--- src/rtl/esb_pkg.sv ---
// Shared definitions for the event state buffer: operation codes and the
// page offsets the decoder recognises. Offsets are fixed by the software view.
package esb_pkg;
    typedef enum logic [2:0] {
        OP_NONE,
        OP_EOI,
        OP_UNMASK,
        OP_MASK,
        OP_BAD_LOAD
    } esb_op_e;

    localparam logic [11:0] OFF_LD_EOI = 12'h000;
    localparam logic [11:0] OFF_ST_EOI = 12'h400;
    localparam logic [11:0] OFF_UNMASK = 12'hC00;
    localparam logic [11:0] OFF_MASK   = 12'hD00;

    localparam logic [1:0] PQ_IDLE   = 2'b00;
    localparam logic [1:0] PQ_MASKED = 2'b01;
    localparam logic [1:0] PQ_PEND   = 2'b10;
    localparam logic [1:0] PQ_QUEUED = 2'b11;
endpackage

--- src/rtl/esb_op_decode.sv ---
// Access decoder: turns (direction, offset) into one operation and says
// whether a read response is owed. Assumes OFF_W >= 12; any offset bits
// above bit 11 must be zero for a match.
module esb_op_decode
    import esb_pkg::*;
#(
    parameter int OFF_W = 12
) (
    input  logic             acc_valid,
    input  logic             acc_write,
    input  logic [OFF_W-1:0] acc_off,
    output esb_op_e          op,
    output logic             rsp
);
    // Classify the access; stores never respond, loads always do.
    always_comb begin
        op  = OP_NONE;
        rsp = 1'b0;
        if (acc_valid) begin
            if (acc_write) begin
                if (acc_off == OFF_W'(OFF_ST_EOI)) op = OP_EOI;
            end else begin
                rsp = 1'b1;
                if (acc_off == OFF_W'(OFF_LD_EOI))      op = OP_EOI;
                else if (acc_off == OFF_W'(OFF_UNMASK)) op = OP_UNMASK;
                else if (acc_off == OFF_W'(OFF_MASK))   op = OP_MASK;
                else                                    op = OP_BAD_LOAD;
            end
        end
    end
endmodule

--- src/rtl/esb_pq_cell.sv ---
// One source's PQ state machine. The register access is applied first and
// the trigger then acts on its result, so a collision within a cycle is
// well defined. At most one forward can result per cycle.
module esb_pq_cell
    import esb_pkg::*;
(
    input  logic       clk,
    input  logic       rst_n,
    input  logic       acc_hit,
    input  esb_op_e    op,
    input  logic       trig_hit,
    output logic [1:0] pq,
    output logic       fwd
);
    logic [1:0] mid_pq, nxt_pq;
    logic       fwd_acc, fwd_trig;

    // Stage 1: effect of the register access on the current state.
    always_comb begin
        mid_pq  = pq;
        fwd_acc = 1'b0;
        if (acc_hit) begin
            unique case (op)
                OP_EOI: begin
                    if (pq == PQ_PEND) mid_pq = PQ_IDLE;
                    else if (pq == PQ_QUEUED) begin
                        mid_pq  = PQ_PEND;
                        fwd_acc = 1'b1;
                    end
                end
                OP_UNMASK: mid_pq = PQ_IDLE;
                OP_MASK:   mid_pq = PQ_MASKED;
                default:   mid_pq = pq;
            endcase
        end
    end

    // Stage 2: effect of a trigger on the post-access state.
    always_comb begin
        nxt_pq   = mid_pq;
        fwd_trig = 1'b0;
        if (trig_hit) begin
            unique case (mid_pq)
                PQ_IDLE: begin
                    nxt_pq   = PQ_PEND;
                    fwd_trig = 1'b1;
                end
                PQ_PEND:   nxt_pq = PQ_QUEUED;
                default:   nxt_pq = mid_pq;
            endcase
        end
    end

    // State and forward-pulse registers.
    always_ff @(posedge clk) begin
        if (!rst_n) begin
            pq  <= PQ_MASKED;
            fwd <= 1'b0;
        end else begin
            pq  <= nxt_pq;
            fwd <= fwd_acc | fwd_trig;
        end
    end
endmodule

--- src/rtl/esb_pq_bank.sv ---
// Bank of NSRC event state cells with one shared access port and one
// trigger port. A load returns the pre-access state one cycle later.
// Assumes trig_src and acc_src are below NSRC.
module esb_pq_bank
    import esb_pkg::*;
#(
    parameter int NSRC  = 16,
    parameter int OFF_W = 12,
    parameter int RD_W  = 8,
    localparam int SRC_W = (NSRC > 1) ? $clog2(NSRC) : 1
) (
    input  logic             clk,
    input  logic             rst_n,
    input  logic             trig_valid,
    input  logic [SRC_W-1:0] trig_src,
    input  logic             acc_valid,
    input  logic             acc_write,
    input  logic [SRC_W-1:0] acc_src,
    input  logic [OFF_W-1:0] acc_off,
    output logic             rd_valid,
    output logic [RD_W-1:0]  rd_data,
    output logic [NSRC-1:0]  fwd_vec
);
    esb_op_e    op;
    logic       rsp;
    logic [1:0] pq_all [NSRC];

    esb_op_decode #(.OFF_W(OFF_W)) u_dec (
        .acc_valid (acc_valid),
        .acc_write (acc_write),
        .acc_off   (acc_off),
        .op        (op),
        .rsp       (rsp)
    );

    for (genvar i = 0; i < NSRC; i++) begin : g_cell
        esb_pq_cell u_cell (
            .clk      (clk),
            .rst_n    (rst_n),
            .acc_hit  (acc_valid && (acc_src == SRC_W'(i))),
            .op       (op),
            .trig_hit (trig_valid && (trig_src == SRC_W'(i))),
            .pq       (pq_all[i]),
            .fwd      (fwd_vec[i])
        );
    end

    // Load response: old state of the addressed source, or all ones.
    always_ff @(posedge clk) begin
        if (!rst_n) begin
            rd_valid <= 1'b0;
            rd_data  <= '0;
        end else begin
            rd_valid <= rsp;
            rd_data  <= (op == OP_BAD_LOAD) ? '1 : RD_W'(pq_all[acc_src]);
        end
    end
endmodule

--- config.mk ---
export PLATFORM = sky130hd
export DESIGN_NAME = esb_pq_bank
export DESIGN_NICKNAME = d
export VERILOG_FILES = /design/src/rtl/esb_pkg.sv /design/src/rtl/esb_op_decode.sv /design/src/rtl/esb_pq_cell.sv /design/src/rtl/esb_pq_bank.sv
export SDC_FILE = /design/constraint.sdc
export NUM_CORES = 1
export LEC_CHECK = 0
export ABC_AREA = 0
export BUFFER_PORTS_ARGS = -buffer_cell sky130_fd_sc_hd__clkbuf_2
export CAP_MARGIN = 20
export CORE_UTILIZATION = 35
export CTS_BUF_LIST = sky130_fd_sc_hd__clkbuf_16
export CTS_CLUSTER_DIAMETER = 200
export CTS_CLUSTER_SIZE = 10
export DETAILED_ROUTE_END_ITERATION = 12
export PLACE_DENSITY_LB_ADDON = 0.05
export SYNTH_ARGS = -nofsm -noshare
export SYNTH_HDL_FRONTEND = slang
export SYNTH_SLANG_ARGS = --single-unit
--- constraint.sdc ---
create_clock -name clk -period 6.87 [get_ports clk]
set_clock_uncertainty 0.05 [all_clocks]
set_input_delay 1.0305 -clock clk [delete_from_list [all_inputs] [get_ports clk]]
set_output_delay 1.0305 -clock clk [all_outputs]
set_load 0.05 [all_outputs]
Word level (Yosys, flattened, before mapping)
Cells that the tools add are included.
Word-level totals
  word-level logic and storage cells: 392
  output and inout bits: 25
  bits of input ports: 25
  register bits after elaboration: 57
Operators by class
  magnitude comparators: 1
  eq/ne operators: 85
  reductions and logical operators: 52
  muxes and demuxes: 203
  bitwise gates (word level): 17
Operators with widths (number)
  $mux 2: 66
  $mux 1: 98
  $eq 2x2->1 const B: 48
  $pmux 2 s3: 16
  $eq 4x4->1 const B: 16
  $pmux 2 s2: 16
  $eq 4x3->1 const B: 8
  $logic_and 1x1->1: 32
  $logic_not 2->1: 16
  $eq 12x12->1 const B: 2
  $eq 4x2->1 const B: 4
  $or 1x1->1: 16
  $mux 3: 5
  $eq 12x11->1 const B: 1
  $logic_not 12->1: 1
  $bmux 2 s4: 1
  $eq 4x1->1 const B: 2
  $logic_not 4->1: 2
  $mux 8: 1
  $eq 3x2->1 const B: 2
  $ge 5x5->1 const B: 1
  $not 4->5: 1
  $eq 3x1->1 const B: 1
  $eq 3x3->1 const B: 1
  $reduce_and 2->1: 1

Longest topological paths before layout
Gate-level depths: netlist of the first run.
  depth after elaboration: 13
  mapped depth: 8
  depth with buffers taken out: 6

Cells and area by module
From an unflattened synthesis of the first run, not the netlist that was laid out.
Unflattened totals
  cells, all modules: 492
  area total of the unflattened synthesis: 4071.4 sq um
By module, submodules not included
  esb_pq_cell (g_cell[13].u_cell ...): area each 215.2 sq um, sequential area each 60.1 sq um, times used 12, cells an instance 25
  esb_pq_cell (g_cell[0].u_cell ...): area each 175.2 sq um, sequential area each 60.1 sq um, times used 4, cells an instance 20
  esb_pq_bank: area each 678.2 sq um, sequential area each 80.1 sq um, times used 1, cells an instance 100
  esb_op_decode: area each 110.1 sq um, sequential area each 0.0 sq um, times used 1, cells an instance 12

Worst setup path before layout of the first run
OpenSTA, ideal clock, no wires.
  path kind: input to register
  start: input port acc_off[2]
  end: register g_cell[8].u_cell.pq[1]
  stages: 8
  buffers on the path: 2
  path slack: 3763 ps
  required time: 6703 ps
  data arrival time: 2940 ps
  setup time: 117 ps
  cells stage by stage: or4_1 -> clkbuf_1 -> a2111o_1 -> buf_2 -> o21ai_0 -> o21a_1 -> nor2_1 -> a22o_1
On the way
  cells in the longest elaborated chain, start to end: 12
  elaborated cells between the ends (all ways): 19
  those cells by class: eq/ne (7); mux (10); reduce/logical (2)
RTL lines
  from (decl): line esb_pq_bank.sv:19  | input logic [OFF_W-1:0] acc_off,
  $eq 12x12->1: line esb_op_decode.sv:26  | else if (acc_off == OFF_W'(OFF_MASK)) op = OP_MASK;
  $mux 3: line esb_op_decode.sv:26
  $mux 3: line esb_op_decode.sv:25  | else if (acc_off == OFF_W'(OFF_UNMASK)) op = OP_UNMASK;
  $mux 3: line esb_op_decode.sv:24  | if (acc_off == OFF_W'(OFF_LD_EOI)) op = OP_EOI;
  $mux 3 *: line esb_op_decode.sv:20  | if (acc_write) begin
  $mux 3 *: line esb_op_decode.sv:19  | if (acc_valid) begin
  $eq 3x2->1 or $eq 3x1->1 (tied branches): line esb_pq_cell.sv:23  | unique case (op)
  $pmux 2 s3 *: line esb_pq_cell.sv:23
  $mux 2 *: line esb_pq_cell.sv:22  | if (acc_hit) begin
  $eq 2x2->1 or $logic_not 2->1 (tied branches): line esb_pq_cell.sv:43  | unique case (mid_pq)
  $pmux 2 s2: line esb_pq_cell.sv:43
  $mux 2 *: line esb_pq_cell.sv:42  | if (trig_hit) begin
  to (signal assigned): line esb_pq_cell.sv:60  | pq <= nxt_pq;
  to (decl): line esb_pq_cell.sv:12  | output logic [1:0] pq,
Mark *: on every way between the ends. The rest lies on a longest branch, timed or not.
A chain may end at the register's enable or synchronous reset.

Worst setup path after layout of the first run
  start: input port acc_valid
  end: register g_cell[7].u_cell.fwd
On the way
  cells in the longest elaborated chain, start to end: 8
  elaborated cells between the ends (all ways): 13
  those cells by class: eq/ne (3); mux (7); bitwise (1); reduce/logical (2)
RTL lines
  from (decl): line esb_pq_bank.sv:16  | input logic acc_valid,
  $mux 3: line esb_op_decode.sv:19
  $eq 3x2->1 or $eq 3x1->1 (tied branches): line esb_pq_cell.sv:23
  $pmux 2 s3: line esb_pq_cell.sv:23
  $mux 2: line esb_pq_cell.sv:22
  $logic_not 2->1: line esb_pq_cell.sv:43
  $mux 1: line esb_pq_cell.sv:43
  $mux 1: line esb_pq_cell.sv:42
  $or 1x1->1 *: line esb_pq_cell.sv:61  | fwd <= fwd_acc | fwd_trig;
  to (signal assigned): line esb_pq_cell.sv:61
  to (decl): line esb_pq_cell.sv:13  | output logic fwd
Marks and branches as above.

==> flow_summary.ini, run 1 <==
[status]
outcome = finished, final reports clean

[die]
rows = 36
dieArea_um2 = 10530
coreArea_um2 = 9774
die_w_um = 102.6
start_util_pct = 36.26
die_y_um = 102.6
io_pins = 50

[synth]
synth_edf_count = 0
syn_area_per_cell_um2 = 7.723
yosys.area.top_type = dfxtp_1
synthCells = 459
yosys-top-cells-area = dfxtp_1 29%, mux4_2 6.4%, nor2_1 5.7%
ys_seq_area_share_pct = 29.37
yosys-top-cells-count = 54 x nor2_1, 52 x dfxtp_1, 37 x nand2_1, 37 x o21ai_0, 31 x nand3_1
async_flop_share_pct = 0
synth_most_common_cell = nor2_1
ys_dominant_reg_cell = dfxtp_1
synth_warnings = 0
synth_top_area_share_pct = 29.37
syn_area_um2 = 3545
ys_ff_latch = 52
syn_nets = 484
synth_cell_type_count = 59

[cells_and_area]
fillCellCount = 1029
drive_above_1_share_pct = 16.91
multi_input_area_um2 = 2213
final_cells = 606
antennaDiodeCount = 0
register_area_um2 = 1041
area_growth_pct = 9.742
fin_nets = 497

[setup_path]
cp.required_ns = 7.00
critical_path_class = input port to flop
crit_arrival_ns = 3.66
reg2reg_from = g_cell[2].u_cell.pq[1]
cp-end-kind = flop
crit_path_start_kind = input port
critPathLaunch = acc_valid
critPathMaxFanout = 23

[global_route]
top_usage_layer = met2
grt-ovfl-total = 0
grt_pass1_wl_mm = 18.93
grt_use_total_pct = 23.94
antenna_found_initial = 0
use_met3_pct = 3.051
grt_pass1_vias = 3354
grt_util_met1_pct = 34.57
grt_max_degree = 35
gr-usage-met2_pct = 37.64

[timing]
final.period_utilization_pct = 51.37
finalSetupViolCount = 0
worst_pin_slew_ns = 1.018
fmax_mhz = 283.4
rsz0062_at_grt = no
relSlewSlack_pct = 31.88
drv_slew = 0
min_period_ns = 3.529
hold_violations = 0
setup_tns_ns = 0

[route]
finalWirelength_mm = 12.03
drt_iter0_drc = 310
drt_pass1_iterations = 5
wl_per_cell_um = 19.85
num_vias = 3680
via_per_inst = 6.073
drcViolationCount = 0
ant_nets = 0

[clocking]
cts_tree = built
ctsHoldBuffers = 0
htreeDepth = 2
cts_buffer_depth = 2
post-cts-setup-buffers = 0
cts_buffers = 5
path_clk_slew_ns = 0.07
cts.sinks = 52
root_buffer = clkbuf_16
worstSkewPairLatency_ns = 0.29
ctsResizeCount = 0

[placement]
numPortBuffers = 49
dp.cells = 598
hpwl_mm = 9.080
routabilityCongestion = 0.9548

[pwr]
power.density_nw_per_um2 = 169.5
vdd_drop_max_uv = 137.8
power.leakage_uw = 0.001374

[job]
max_cap_violations = 0

[min_path]
worstHoldStart = g_cell[9].u_cell.pq[1]
hp-class = flop to flop
-- power breakdown --
| part | total, uW | switching, uW | leakage [uW] | internal (uW) |
|---|---|---|---|---|
| sequential | 303 | 0.477 | 0.000420 | 302 |
| clock | 287 | 116 | 0.0000798 | 171 |
| combinational | 69.7 | 51.5 | 0.000874 | 18.2 |
| total | 659 | 168 | 0.00137 | 492 |
-- sequential cells by signal (all words and copies together) (netlist names) --
name	flops
g_cell.u_cell.fwd	16
g_cell.u_cell.pq	32
rd_data	3
rd_valid	1
-- critical path: stages --
cell	delay (ns)
clkbuf_2	0.19
or4b_1	0.69
a2111o_1	0.84
o21ai_0	0.39
o21ai_0	0.24
o211a_1	0.27
-- cells by family (layout without fill, tap and decap cells) --
kind of cell / Yosys count / in the layout / synth area share [%]
compound gates: 118 / 118 / 23.09
xor+xnor: 1 / 1 / 0.2471
buf+inv: 55 / 69 / 8.189
flops: 52 / 52 / 29.37
mux: 10 / 10 / 6.354
simple gates: 223 / 223 / 32.76
-- cells in the final DEF, fill, tap and decap left out, types with 6 or more instances in the layout --
cell type	count
o21a_1	7
o21ai_0	37
clkbuf_2	49
nor2_1	54
nand3_1	31
nand2_1	37
nand3b_1	6
inv_1	8
and3_1	7
mux4_2	10
nand4_1	25
nor3_1	20
a21oi_1	21
o2111ai_1	7
a21o_1	6
dfxtp_1	52
-- per-stage QoR --
stage               hold WS (ns)  setup WS, ns  utilization, %  cell area [um2]  total power, uW
finish                    0.4677         3.341           39.80             3890            659.5
global route              0.4992         3.266           39.80             3890            680.9
CTS                       0.4703         3.392           39.80             3890            666.0
detailed placement        0.4594         3.086           38.08             3722            378.2
global placement          0.4567         3.007           38.08             3722            378.5
floorplan                 0.4180         3.763               -             3545            354.4
-- routing by layer --
metal	up-vias	wire length, um
li1	1733	-
met4	0	129
met5	-	0
met1	1779	5666
met3	14	783
met2	154	5452
-- area by class of cell --
| cell class | count | area share, % |
|---|---|---|
| clock buffer | 5 | 3.216 |
| clock inverter | 3 | 1.094 |
| inverter | 9 | 0.8684 |
| multi-input combinational | 352 | 56.90 |
| sequential | 52 | 26.76 |
| tap | 133 | 4.278 |
| timing repair buffer | 52 | 6.883 |
-- final timing paths --
check	endpoint	slack (ns)	cells after the start
min	g_cell[9].u_cell.fwd	0.47	2
max reg2reg	rd_data[1]	5.18	4
max	g_cell[7].u_cell.fwd	3.34	6
min reg2reg	g_cell[9].u_cell.fwd	0.47	2
Note: power is estimated with default switching activity, not from simulation.
==> run 2, diff against run 1 <==
Clock period 6.87 ns to 2.9 ns, I/O delays scaled along.
==> run 2 against run 1 <==
Sequential share of layout area decreased by 1.0 points; register-to-register slack got worse by 4.0 ns; utilization increased by 1.6 points; combinational power increased to 2.6 times the previous value; die area unchanged; first-iteration DRC count decreased by 4.5%; clock-buffer cell count unchanged; power increased by 120%; flip-flop and latch count unchanged; worst setup slack got worse by 3.0 ns; sequential power increased by 140%.
==> flow_summary.ini, run 2 (synthesis gave the netlist of run 1 again) <==
[status]
outcome = finished, final reports clean

[global_route]
grt_pass1_wl_mm = 19.53
grt_max_degree = 34
grt-ovfl-total = 0
antenna_found_initial = 0
grt_use_total_pct = 25.10
grt_pass1_vias = 3469

[route]
drcViolationCount = 0
drt_pass1_iterations = 5
finalWirelength_mm = 12.60
drt_iter0_drc = 296
wl_per_cell_um = 19.97
via_per_inst = 5.976
ant_nets = 0
num_vias = 3771

[clocking]
cts_tree = built
cts_buffers = 5
cts.sinks = 52
worstSkewPairLatency_ns = 0.30
htreeDepth = 2
ctsResizeCount = 0
root_buffer = clkbuf_16
cts_buffer_depth = 2
ctsHoldBuffers = 0
post-cts-setup-buffers = 0
path_clk_slew_ns = 0.07

[cells_and_area]
fillCellCount = 1031
regMostFlops = g_cell.u_cell.pq
largest_register_ffs = 32
final_cells = 631
multi_input_area_um2 = 2213
register_area_um2 = 1041
area_growth_pct = 14.15
antennaDiodeCount = 0
drive_above_1_share_pct = 20.48
fin_area_um2 = 4046
finish.utilization_pct = 41.40
fin_nets = 522
final_common_cell = nor2_1
layout_common_cells = 54 x nor2_1, 52 x dfxtp_1, 49 x clkbuf_2
top_regs = g_cell.u_cell.pq (32), g_cell.u_cell.fwd (16), rd_data (3)

[timing]
relSlewSlack_pct = 62.37
rsz0062_at_grt = no
fin_ws_ns = 0.3807
final.period_utilization_pct = 86.87
drv_slew = 0
setup_tns_ns = 0
hold_violations = 0
finalSetupViolCount = 0
min_period_ns = 2.519
worst_pin_slew_ns = 0.5601
fmax_mhz = 396.9

[die]
start_util_pct = 36.26
dieArea_um2 = 10530
die_w_um = 102.6
die_y_um = 102.6
io_pins = 50
coreArea_um2 = 9774
rows = 36

[placement]
post-place-ws_ns = 0.08541
routabilityCongestion = 0.9308
numPortBuffers = 49
placed_area_um2 = 3910
hpwl_mm = 9.607
dp.cells = 623

[setup_path]
crit_arrival_ns = 2.69
r2r_setup_slack_ns = 1.21
cp-end-kind = flop
crit_path_start_kind = input port
cp.required_ns = 3.07
critPathMaxFanout = 14
critical_path_class = input port to flop

[pwr]
vdd_drop_max_uv = 175.1
power.density_nw_per_um2 = 364.7
power.leakage_uw = 0.001489

[job]
max_cap_violations = 0

[min_path]
hp-class = input port to flop
## run 2: routing by layer
metal / routed length (um) / vias up / part of all wire, % / global-route usage (%)
li1: - / 1788 / - / -
met1: 5702 / 1788 / 45 / 33.93
met2: 5531 / 168 / 44 / 39.38
met3: 1070 / 27 / 8.5 / 5.831
met4: 300 / 0 / 2.4 / 8.132
met5: 0 / - / 0 / 0
## run 2: layout make-up
| class | count | share of cell area [%] |
|---|---|---|
| Multi-Input combinational cell | 352 | 54.70 |
| Clock inverter | 3 | 0.2783 |
| Sequential cell | 52 | 25.73 |
| Inverter | 9 | 0.8349 |
| Tap cell | 133 | 4.113 |
| Clock buffer | 5 | 3.092 |
| Timing Repair Buffer | 77 | 11.26 |
## run 2: final timing paths
kind,endpoint,cells after the start,start
max reg2reg,rd_data[1],4,g_cell[5].u_cell.pq[1]
max,g_cell[4].u_cell.pq[0],8,acc_write
min,rd_valid,2,acc_write
min reg2reg,g_cell[0].u_cell.fwd,1,g_cell[0].u_cell.pq[1]
## run 2: metrics by stage
step	hold WS [ns]	total power (uW)
2_1_floorplan	0.4180	839.5
3_3_place_gp	0.4644	911.0
3_5_place_dp	0.4571	911.3
4_1_cts	0.3452	1487
5_1_grt	0.3540	1530
6_report	0.3537	1476
## run 2: worst max-delay path: stages
cell and delay (ns):
clkbuf_2 0.12, or4_1 0.65, a2111o_1 0.59, buf_4 0.26
nor2_1 0.17, and3_1 0.17, o21ai_0 0.10, o2111ai_1 0.19
## run 2: where the power goes
part | switching (uW) | internal, uW
clock | 265 | 312
sequential | 1.13 | 716
combinational | 127 | 53.9
